$ cat config.mk
export PLATFORM = sky130hd
export DESIGN_NAME = crx_unit
export DESIGN_NICKNAME = d
export VERILOG_FILES = /design/src/rtl/crx_pkg.sv /design/src/rtl/crx_prio.sv /design/src/rtl/crx_wr.sv /design/src/rtl/crx_rd.sv /design/src/rtl/crx_unit.sv
export SDC_FILE = /design/constraint.sdc
export NUM_CORES = 1
export LEC_CHECK = 0
export ABC_CLOCK_PERIOD_IN_PS = 2400
export BUFFER_PORTS_ARGS = -buffer_cell sky130_fd_sc_hd__buf_4
export CAP_MARGIN = 20
export CORE_MARGIN = 10
export CORE_UTILIZATION = 43
export DETAILED_ROUTE_END_ITERATION = 8
export PLACE_DENSITY = 0.86
export SLEW_MARGIN = 20
export SYNTH_ARGS = -nofsm -noshare
export SYNTH_HDL_FRONTEND = slang
export SYNTH_HIERARCHICAL = 1
export SYNTH_SLANG_ARGS = --single-unit
$ cat constraint.sdc
create_clock -name clk -period 2.4 [get_ports clk]
set_input_delay 0.24 -clock clk [delete_from_list [all_inputs] [get_ports clk]]
set_output_delay 0.24 -clock clk [all_outputs]
set_load 0.005 [all_outputs]
$ cat src/rtl/crx_pkg.sv
package crx_pkg;
  localparam int NF   = 8;
  localparam int FW   = 4;
  localparam int CRW  = NF * FW;
  localparam int XLEN = 64;
  localparam int IW   = $clog2(NF);
  localparam int BW   = $clog2(CRW);

  typedef enum logic [3:0] {
    OP_WMASK   = 4'd0,
    OP_WONE    = 4'd1,
    OP_RONE    = 4'd2,
    OP_RALL    = 4'd3,
    OP_FLAGS   = 4'd4,
    OP_SETB    = 4'd5,
    OP_SETBC   = 4'd6,
    OP_SETBCR  = 4'd7,
    OP_SETNBC  = 4'd8,
    OP_SETNBCR = 4'd9
  } crx_op_e;

  function automatic logic [FW-1:0] fld_get(logic [CRW-1:0] cr, logic [IW-1:0] n);
    return cr[CRW-1-FW*int'(n) -: FW];
  endfunction

  function automatic logic [XLEN-1:0] fld_place(logic [FW-1:0] v, logic [IW-1:0] n);
    logic [XLEN-1:0] w;
    w = XLEN'(v);
    return w << (CRW - FW - FW*int'(n));
  endfunction

  function automatic logic bit_get(logic [CRW-1:0] cr, logic [BW-1:0] bi);
    return cr[CRW-1-int'(bi)];
  endfunction

  function automatic logic [XLEN-1:0] three_way(logic [FW-1:0] f);
    if (f[FW-1])      return '1;
    else if (f[FW-2]) return XLEN'(1);
    else              return '0;
  endfunction

  function automatic logic is_write(logic [3:0] op);
    return (op == OP_WMASK) || (op == OP_WONE) || (op == OP_FLAGS);
  endfunction
endpackage

$ cat src/rtl/crx_prio.sv
module crx_prio
  import crx_pkg::*;
(
  input  logic [NF-1:0] mask_i,
  output logic [IW-1:0] idx_o,
  output logic          any_o
);
  always_comb begin
    idx_o = IW'(NF-1);
    any_o = 1'b0;
    for (int n = NF-1; n >= 0; n--) begin
      if (mask_i[NF-1-n]) begin
        idx_o = IW'(n);
        any_o = 1'b1;
      end
    end
  end
endmodule

$ cat src/rtl/crx_wr.sv
module crx_wr
  import crx_pkg::*;
(
  input  logic [3:0]     op_i,
  input  logic [NF-1:0]  mask_i,
  input  logic [IW-1:0]  fld_i,
  input  logic [XLEN-1:0] src_i,
  input  logic [FW-1:0]  flags_i,
  input  logic [IW-1:0]  sel_idx_i,
  input  logic [CRW-1:0] cr_i,
  output logic [CRW-1:0] cr_next_o
);
  for (genvar g = 0; g < NF; g++) begin : g_fld
    localparam int HI = CRW - 1 - FW*g;
    logic [FW-1:0] cur, src_f, nxt;
    assign cur   = cr_i[HI -: FW];
    assign src_f = src_i[HI -: FW];
    always_comb begin
      nxt = cur;
      unique case (op_i)
        OP_WMASK: if (mask_i[NF-1-g]) nxt = src_f;
        OP_WONE:  if (sel_idx_i == IW'(g)) nxt = src_f;
        OP_FLAGS: if (fld_i == IW'(g)) nxt = flags_i;
        default:  nxt = cur;
      endcase
    end
    assign cr_next_o[HI -: FW] = nxt;
  end
endmodule

$ cat src/rtl/crx_rd.sv
module crx_rd
  import crx_pkg::*;
(
  input  logic           valid_i,
  input  logic [3:0]     op_i,
  input  logic [IW-1:0]  fld_i,
  input  logic [BW-1:0]  bit_i,
  input  logic [IW-1:0]  sel_idx_i,
  input  logic           sel_any_i,
  input  logic [CRW-1:0] cr_i,
  output logic [XLEN-1:0] result_o
);
  logic cbit;
  assign cbit = bit_get(cr_i, bit_i);

  always_comb begin
    result_o = '0;
    if (valid_i) begin
      unique case (op_i)
        OP_RONE:    result_o = sel_any_i ? fld_place(fld_get(cr_i, sel_idx_i), sel_idx_i) : '0;
        OP_RALL:    result_o = {{(XLEN-CRW){1'b0}}, cr_i};
        OP_SETB:    result_o = three_way(fld_get(cr_i, fld_i));
        OP_SETBC:   result_o = XLEN'(cbit);
        OP_SETBCR:  result_o = XLEN'(!cbit);
        OP_SETNBC:  result_o = cbit ? '1 : '0;
        OP_SETNBCR: result_o = cbit ? '0 : '1;
        default:    result_o = '0;
      endcase
    end
  end
endmodule

$ cat src/rtl/crx_unit.sv
module crx_unit
  import crx_pkg::*;
(
  input  logic        clk,
  input  logic        rst_n,
  input  logic        valid_i,
  input  logic [3:0]  op_i,
  input  logic [7:0]  mask_i,
  input  logic [2:0]  fld_i,
  input  logic [4:0]  bit_i,
  input  logic [63:0] src_i,
  input  logic        ov_i,
  input  logic        ov32_i,
  input  logic        ca_i,
  input  logic        ca32_i,
  output logic [63:0] result_o,
  output logic [31:0] cr_o
);
  logic [CRW-1:0] cr_q, cr_next;
  logic [IW-1:0]  sel_idx;
  logic           sel_any;
  logic           wr_en;
  logic [FW-1:0]  flags;

  assign flags = {ov_i, ov32_i, ca_i, ca32_i};
  assign wr_en = valid_i && is_write(op_i);

  crx_prio u_prio (
    .mask_i (mask_i),
    .idx_o  (sel_idx),
    .any_o  (sel_any)
  );

  crx_wr u_wr (
    .op_i      (op_i),
    .mask_i    (mask_i),
    .fld_i     (fld_i),
    .src_i     (src_i),
    .flags_i   (flags),
    .sel_idx_i (sel_idx),
    .cr_i      (cr_q),
    .cr_next_o (cr_next)
  );

  crx_rd u_rd (
    .valid_i   (valid_i),
    .op_i      (op_i),
    .fld_i     (fld_i),
    .bit_i     (bit_i),
    .sel_idx_i (sel_idx),
    .sel_any_i (sel_any),
    .cr_i      (cr_q),
    .result_o  (result_o)
  );

  always_ff @(posedge clk or negedge rst_n) begin
    if (!rst_n)     cr_q <= '0;
    else if (wr_en) cr_q <= cr_next;
  end

  assign cr_o = cr_q;
endmodule

; ---- After elaboration in Yosys (flattened, before gate mapping)
; Index checks and enable logic that the tools add are counted.
[word_totals]
inputBits = 91
out_inout_bits = 96
register_bits = 32
[classes]
reduce_logical = 16
eq_ne = 47
n_mux = 57
shifts = 3
n_lt_le_gt_ge = 1
addsub = 4
[ops]
columns = op, n
row1 = one-hot mux 64 bit (7 select lines), 1
row2 = 2-to-1 mux 64 bit, 5
row3 = 2-to-1 mux 4 bit, 24
row4 = one-hot mux 4 bit (3 select lines), 8
row5 = variable part select 35 x 32 -> 4 bit, 2
row6 = left shift 4 x 32 -> 64 bit, 1
row7 = AND reduction 5 bit, 8
row8 = "< comparator 32 x 7 -> 1 bit, second input constant", 1
row9 = "!= test 2 x 1 -> 1 bit, second input constant", 16
row10 = "== test 3 bit, second input constant", 8
row11 = "subtractor 5 x 5 -> 6 bit, first input constant", 4
row12 = "== test 4 x 3 -> 1 bit, second input constant", 4
row13 = "!= test 2 bit, second input constant", 8
row14 = "== test 3 x 2 -> 1 bit, second input constant", 4
row15 = 2-to-1 mux 1 bit, 12
row16 = 2-to-1 mux 3 bit, 4
row17 = "== test 4 x 2 -> 1 bit, second input constant", 2
row18 = "== test 4 bit, second input constant", 2
row19 = "== test 3 x 1 -> 1 bit, second input constant", 2
row20 = zero test 3 bit, 2
row21 = binary-select mux 1 bit (select 5 bit), 1
row22 = "== test 4 x 1 -> 1 bit, second input constant", 1
row23 = zero test 4 bit, 1
row24 = 2-to-1 mux 2 bit, 2
row25 = other kinds (4), 5

; ---- Depth between registers and ports, before layout
[depth]
word_depth = 13
mapped_depth = 9
ltp_nobuf = 8

; ---- Modules after synthesis
; Netlist, hierarchy kept.
[modules_own_cells]
columns = module, cells_each, area_per_inst_um2, n_inst, seq_area_each_um2
row1 = crx_unit, 70, 1325.0, 1, 800.8
row2 = crx_rd, 188, 1260.0, 1, 0.0
row3 = crx_wr, 174, 1241.2, 1, 0.0
row4 = crx_prio, 11, 61.3, 1, 0.0

; ---- Least setup slack after synthesis
; OpenSTA, ideal clock, no wires.
[synth_timing]
path_kind = input -> register
from = input port mask_i[2]
to = register cr_q[20] (netlist: cr_o[20])
path_buffers = 1
setup_slack_ps = -179
setup_time_ps = 125
stages = 9
arrival_time_ps = 2454
path_cell_list = nor2_1 > nor3_1 > nor3_1 > buf_2 > or4b_1 > o311ai_1 > o211ai_1 > a221o_1 > mux2_4
[synth_between]
elab_chain_cells = 9
[synth_lines]
columns = element, line
row1 = start: declaration, crx_unit.sv:8  ; input logic [7:0] mask_i,
row2 = 2-to-1 mux 2 bit (2 in series), crx_prio.sv:12  ; if (mask_i[NF-1-n]) begin
row3 = 2-to-1 mux 3 bit (4 in series), crx_prio.sv:12
row4 = named net sel_idx[1], crx_unit.sv:20  ; logic [IW-1:0] sel_idx;
row5 = == test 3 x 2 -> 1 bit, crx_wr.sv:22  ; OP_WONE: if (sel_idx_i == IW'(g)) nxt = src_f;
row6 = != test 2 x 1 -> 1 bit (no line), -
row7 = AND reduction 5 bit (no line), -
row8 = end signal: assignment, crx_unit.sv:58  ; else if (wr_en) cr_q <= cr_next;
row9 = end: declaration, crx_unit.sv:19  ; logic [CRW-1:0] cr_q, cr_next;
; The timed path passes the listed nets, and every way through them passes these cells.
; A chain may end at the register's enable or synchronous reset.

; ---- Worst setup path after layout
[layout_timing]
from = register cr_q[23] (netlist: cr_o[23])
to = output port result_o[26]
[layout_between]
elab_chain_cells = 6
word_cells_on_any_way = 12
classes_between = shift (3) / mux (9)
[layout_lines]
columns = element, line
row1 = "parallel branches: the longest is 4 deep, another holds left shift 4 x 32 -> 64 bit", -
row2 = one-hot mux 64 bit (7 select lines) *, crx_rd.sv:19  ; unique case (op_i)
row3 = 2-to-1 mux 64 bit *, crx_rd.sv:18  ; if (valid_i) begin
row4 = end: declaration, crx_unit.sv:16  ; output logic [63:0] result_o,
; Every way passes the cells marked *. The select of a mux whose other input is x is not followed.

==> results.sh <==
export IMPL_largest_register_ffs=32
export IMPL_start_kind="flop"
export IMPL_num_rows=34
export IMPL_worstPathRequired_ns=2.16
export IMPL_synth_cell_types=66
export IMPL_ys_flop_type="dfrtp_1"
export IMPL_min_from="src_i[20]"
export IMPL_grt_overflow_total=0
export IMPL_maxCapViolations=0
export IMPL_pwr_share_seq_pct=28.7
export IMPL_hold_class="in2reg"
export IMPL_hold_path_endpoint="cr_o[20]"
export IMPL_dp_hpwl_um=12500
export IMPL_design_area_sq_um=5740
export IMPL_clk_path_buf_depth=2
export IMPL_grt_use_met2_pct=38.1
export IMPL_drc=0
export IMPL_synth_top_family_by_area="simple AND/OR/NAND/NOR gates"
export IMPL_syn_instance_count=443
export IMPL_r2r_slack_ns=0.68
export IMPL_synth_compound_area_share_pct=21.8
export IMPL_yosys_warnings=6
export IMPL_synth_simple_area_share_pct=25.8
export IMPL_fin_ws_ns=-0.125
export IMPL_die_h_um=115
export IMPL_grt_util_met3_pct=6.20
export IMPL_reg2regPathDepth=7
export IMPL_async_flop_share_pct=100
export IMPL_synth_largest_area_cell="dfrtp_1"
export IMPL_ir_drop_mv=0.333
export IMPL_cts_sinks=32
export IMPL_worst_slew_pin_slew_ns=0.687
export IMPL_endpoint_kind="output port"
export IMPL_place_area_sq_um=5230
export IMPL_grt_busiest_layer="met2"
export IMPL_synth_seq_area_share_pct=20.6
export IMPL_portBuffers=154
export IMPL_final_antenna_net_count=0
export IMPL_diodes=0
export IMPL_syn_area_sq_um=3890
export IMPL_sw_frac_of_total_pct=35.9
export IMPL_firstDrtPassIters=5
export IMPL_synth_edf_count=0
export IMPL_groute_usage_overall_pct=22.6
export IMPL_synth_mux_area_share_pct=21.1
export IMPL_max_freq_mhz=396
export IMPL_layout_commonest_cell="buf_4"
export IMPL_path_class="reg2out"
export IMPL_die_w_um=115
export IMPL_synth_top_area_share_pct=20.6
export IMPL_routed_via_count=4567
export IMPL_p_clk_share_pct=17.9
export IMPL_drive_gt1_share_pct=51.4
export IMPL_fin_skew_ns=0
export IMPL_maxSlewHeadroom_pct=53.9
export IMPL_synth_seq_cells=32
export IMPL_synth_xor_area_share_pct=0
export IMPL_totalWireLength_um=17100
export IMPL_synthAdderAreaFrac_pct=0
export IMPL_timing_rr_end="cr_o[10]"
export IMPL_layout_nets=703
export IMPL_dr_first_iter_drc_count=431
export IMPL_min_path_cells=3
export IMPL_routedWlPerCell_um=23.7
export IMPL_p_int_mw=1.86
export IMPL_violations="setup timing"
export IMPL_gp_congestion=0.967
export IMPL_drt_vias_per_instance=6.33
export IMPL_rsz0062_at_grt="true"
export IMPL_syn2layout_area_growth_pct=47.5
export IMPL_min_period_ns=2.53
export IMPL_num_fill_cells=691
export IMPL_htreeDepth=2
export IMPL_leakage_nw=2.97
export IMPL_crit_path_max_fanout=6
export IMPL_setup_viol=64
export IMPL_critPathArrivalTime_ns=2.29
export IMPL_start_util_pct=44.4
export IMPL_timing_rr_start="cr_o[10]"
export IMPL_cts_clk_slew_worst_paths_ns=0.07
export IMPL_powerDensity_nw_per_um2=506
export IMPL_maxSlewViolCount=0
export IMPL_dieArea_sq_um=13200
export IMPL_clk_latency_ns=0.29
export IMPL_cts_buffers_inserted=5
export IMPL_power_frac_comb_pct=53.4
export IMPL_cts_tree="done"
export IMPL_synth_avg_cell_area_sq_um=8.78
export IMPL_ys_top_cells_by_area="dfrtp_1, mux2_4, buf_4, a21oi_1, a221o_1"
export IMPL_hold_violations=0
export IMPL_first_global_vias=4420
export IMPL_synthesis_nets=534
export IMPL_post_route_period_util_pct=105
export IMPL_switchingPower_mw=1.04
export IMPL_grt_max_degree=33
export IMPL_outcome="finished, violations left"
export IMPL_grt_pass1_wl_um=24300
export IMPL_mostFrequentLayoutCells="buf_4, nand2_1, mux2_4, dfrtp_1, a21oi_1"
export IMPL_tns_ns=-5.20
export IMPL_root_buffer="clkbuf_8"
export IMPL_antenna_found_initial=0
export IMPL_io_pins=187
export IMPL_core_sq_um=8760
export IMPL_finalPower_mw=2.90
export IMPL_use_met1_pct=27.4
[kinds of logic (layout without fill, tap and decap cells)]
family / Yosys count / in the layout
and+or+nand+nor: 169 / 170
DFF: 32 / 32
AOI/OAI and AO/OA: 120 / 120
buffers and inverters: 62 / 231
muxes: 60 / 60
[layer usage]
layer	share of wire [%]	up-vias
li1	-	2001
met5	0	-
met4	4.0	0
met3	11	50
met1	37	2189
met2	47	327
[synthesized netlist by cell type, types with 2 or more instances]
library cell,instances
a21oi_1,48
nor4_2,3
mux2_4,30
mux2i_1,21
nor2_1,16
nand4_1,3
nand4b_1,2
nor4bb_1,2
nor4b_4,2
nand4bb_1,2
buf_2,4
a32o_1,3
or3_1,2
a31oi_1,7
dfrtp_1,32
a22oi_1,4
nor4_1,3
nor2b_1,14
nand3_1,10
buf_4,34
a22o_1,4
mux2_2,5
nand3b_1,5
o211ai_1,4
a21o_1,7
a32oi_1,2
clkbuf_1,12
nor3b_1,3
and2_1,5
nor3_1,6
a221o_1,22
inv_1,4
a2bb2oi_1,3
o21ai_0,6
and3_1,13
mux4_1,4
nand2_1,54
nor4b_1,3
nand2b_1,8
buf_6,5
[critical path, stage by stage (launching register included)]
cell	delay (ns)
dfrtp_1	0.41
mux4_2	0.53
mux2i_4	0.22
nor2b_4	0.08
nor2b_4	0.19
clkbuf_16	0.22
a21oi_2	0.12
nand2_1	0.09
buf_6	0.12
[through the flow]
stage	cells	setup slack [ns]	util, %	hold WS (ns)
floorplan	443	0.0296	-	-0.0556
global placement	701	-0.0111	59.7	0.194
detailed placement	701	-0.0944	59.7	0.204
CTS	712	-0.109	62.0	0.306
global route	721	-0.187	65.4	0.312
finish	721	-0.125	65.4	0.306
[worst max path at each step]
| stage | depth (start not counted) | from | endpoint | slack, ns |
|---|---|---|---|---|
| final | 8 | cr_o[23] | result_o[26] | -0.13 |
| after global routing | 8 | cr_o[19] | result_o[26] | -0.19 |
| after CTS | 6 | cr_o[2] | result_o[0] | -0.11 |
| after detailed placement | 8 | op_i[3] | result_o[49] | -0.09 |
| after global placement | 9 | mask_i[7] | result_o[0] | -0.01 |
| after floorplan | 9 | mask_i[2] | cr_o[20] | 0.03 |
[area by class of cell]
cell class                      count  area, sq um  area share [%]
Inverter                            5         18.8           0.327
Tap cell                          108          135            2.36
Timing Repair Buffer              218         1810            31.5
Clock inverter                      2         35.0           0.611
Clock buffer                        6         72.6            1.27
Sequential cell                    32          801            14.0
Multi-Input combinational cell    350         2870            50.0
[what timing repair did]
action | in CTS | in global routing
hold buffers | 1 | 0
setup endpoints to repair | 64 | 64
hold endpoints to repair | 32 | 0
pin swaps | 2 | 10
setup buffers | 2 | 2
resized for setup | 24 | 37
cloned | 0 | 7
[power groups by stage]
| stage | Combinational (mW) | Clock, mW | Sequential [mW] |
|---|---|---|---|
| CTS | 1.47 | 0.519 | 0.808 |
| detailed placement | 1.43 | 0 | 0.813 |
| floorplan | 0.647 | 0 | 0.857 |
| global route | 1.64 | 0.542 | 0.848 |
| global placement | 1.39 | 0 | 0.805 |
| finish | 1.55 | 0.519 | 0.833 |
No activity file was read; power rests on OpenSTA's default activity.
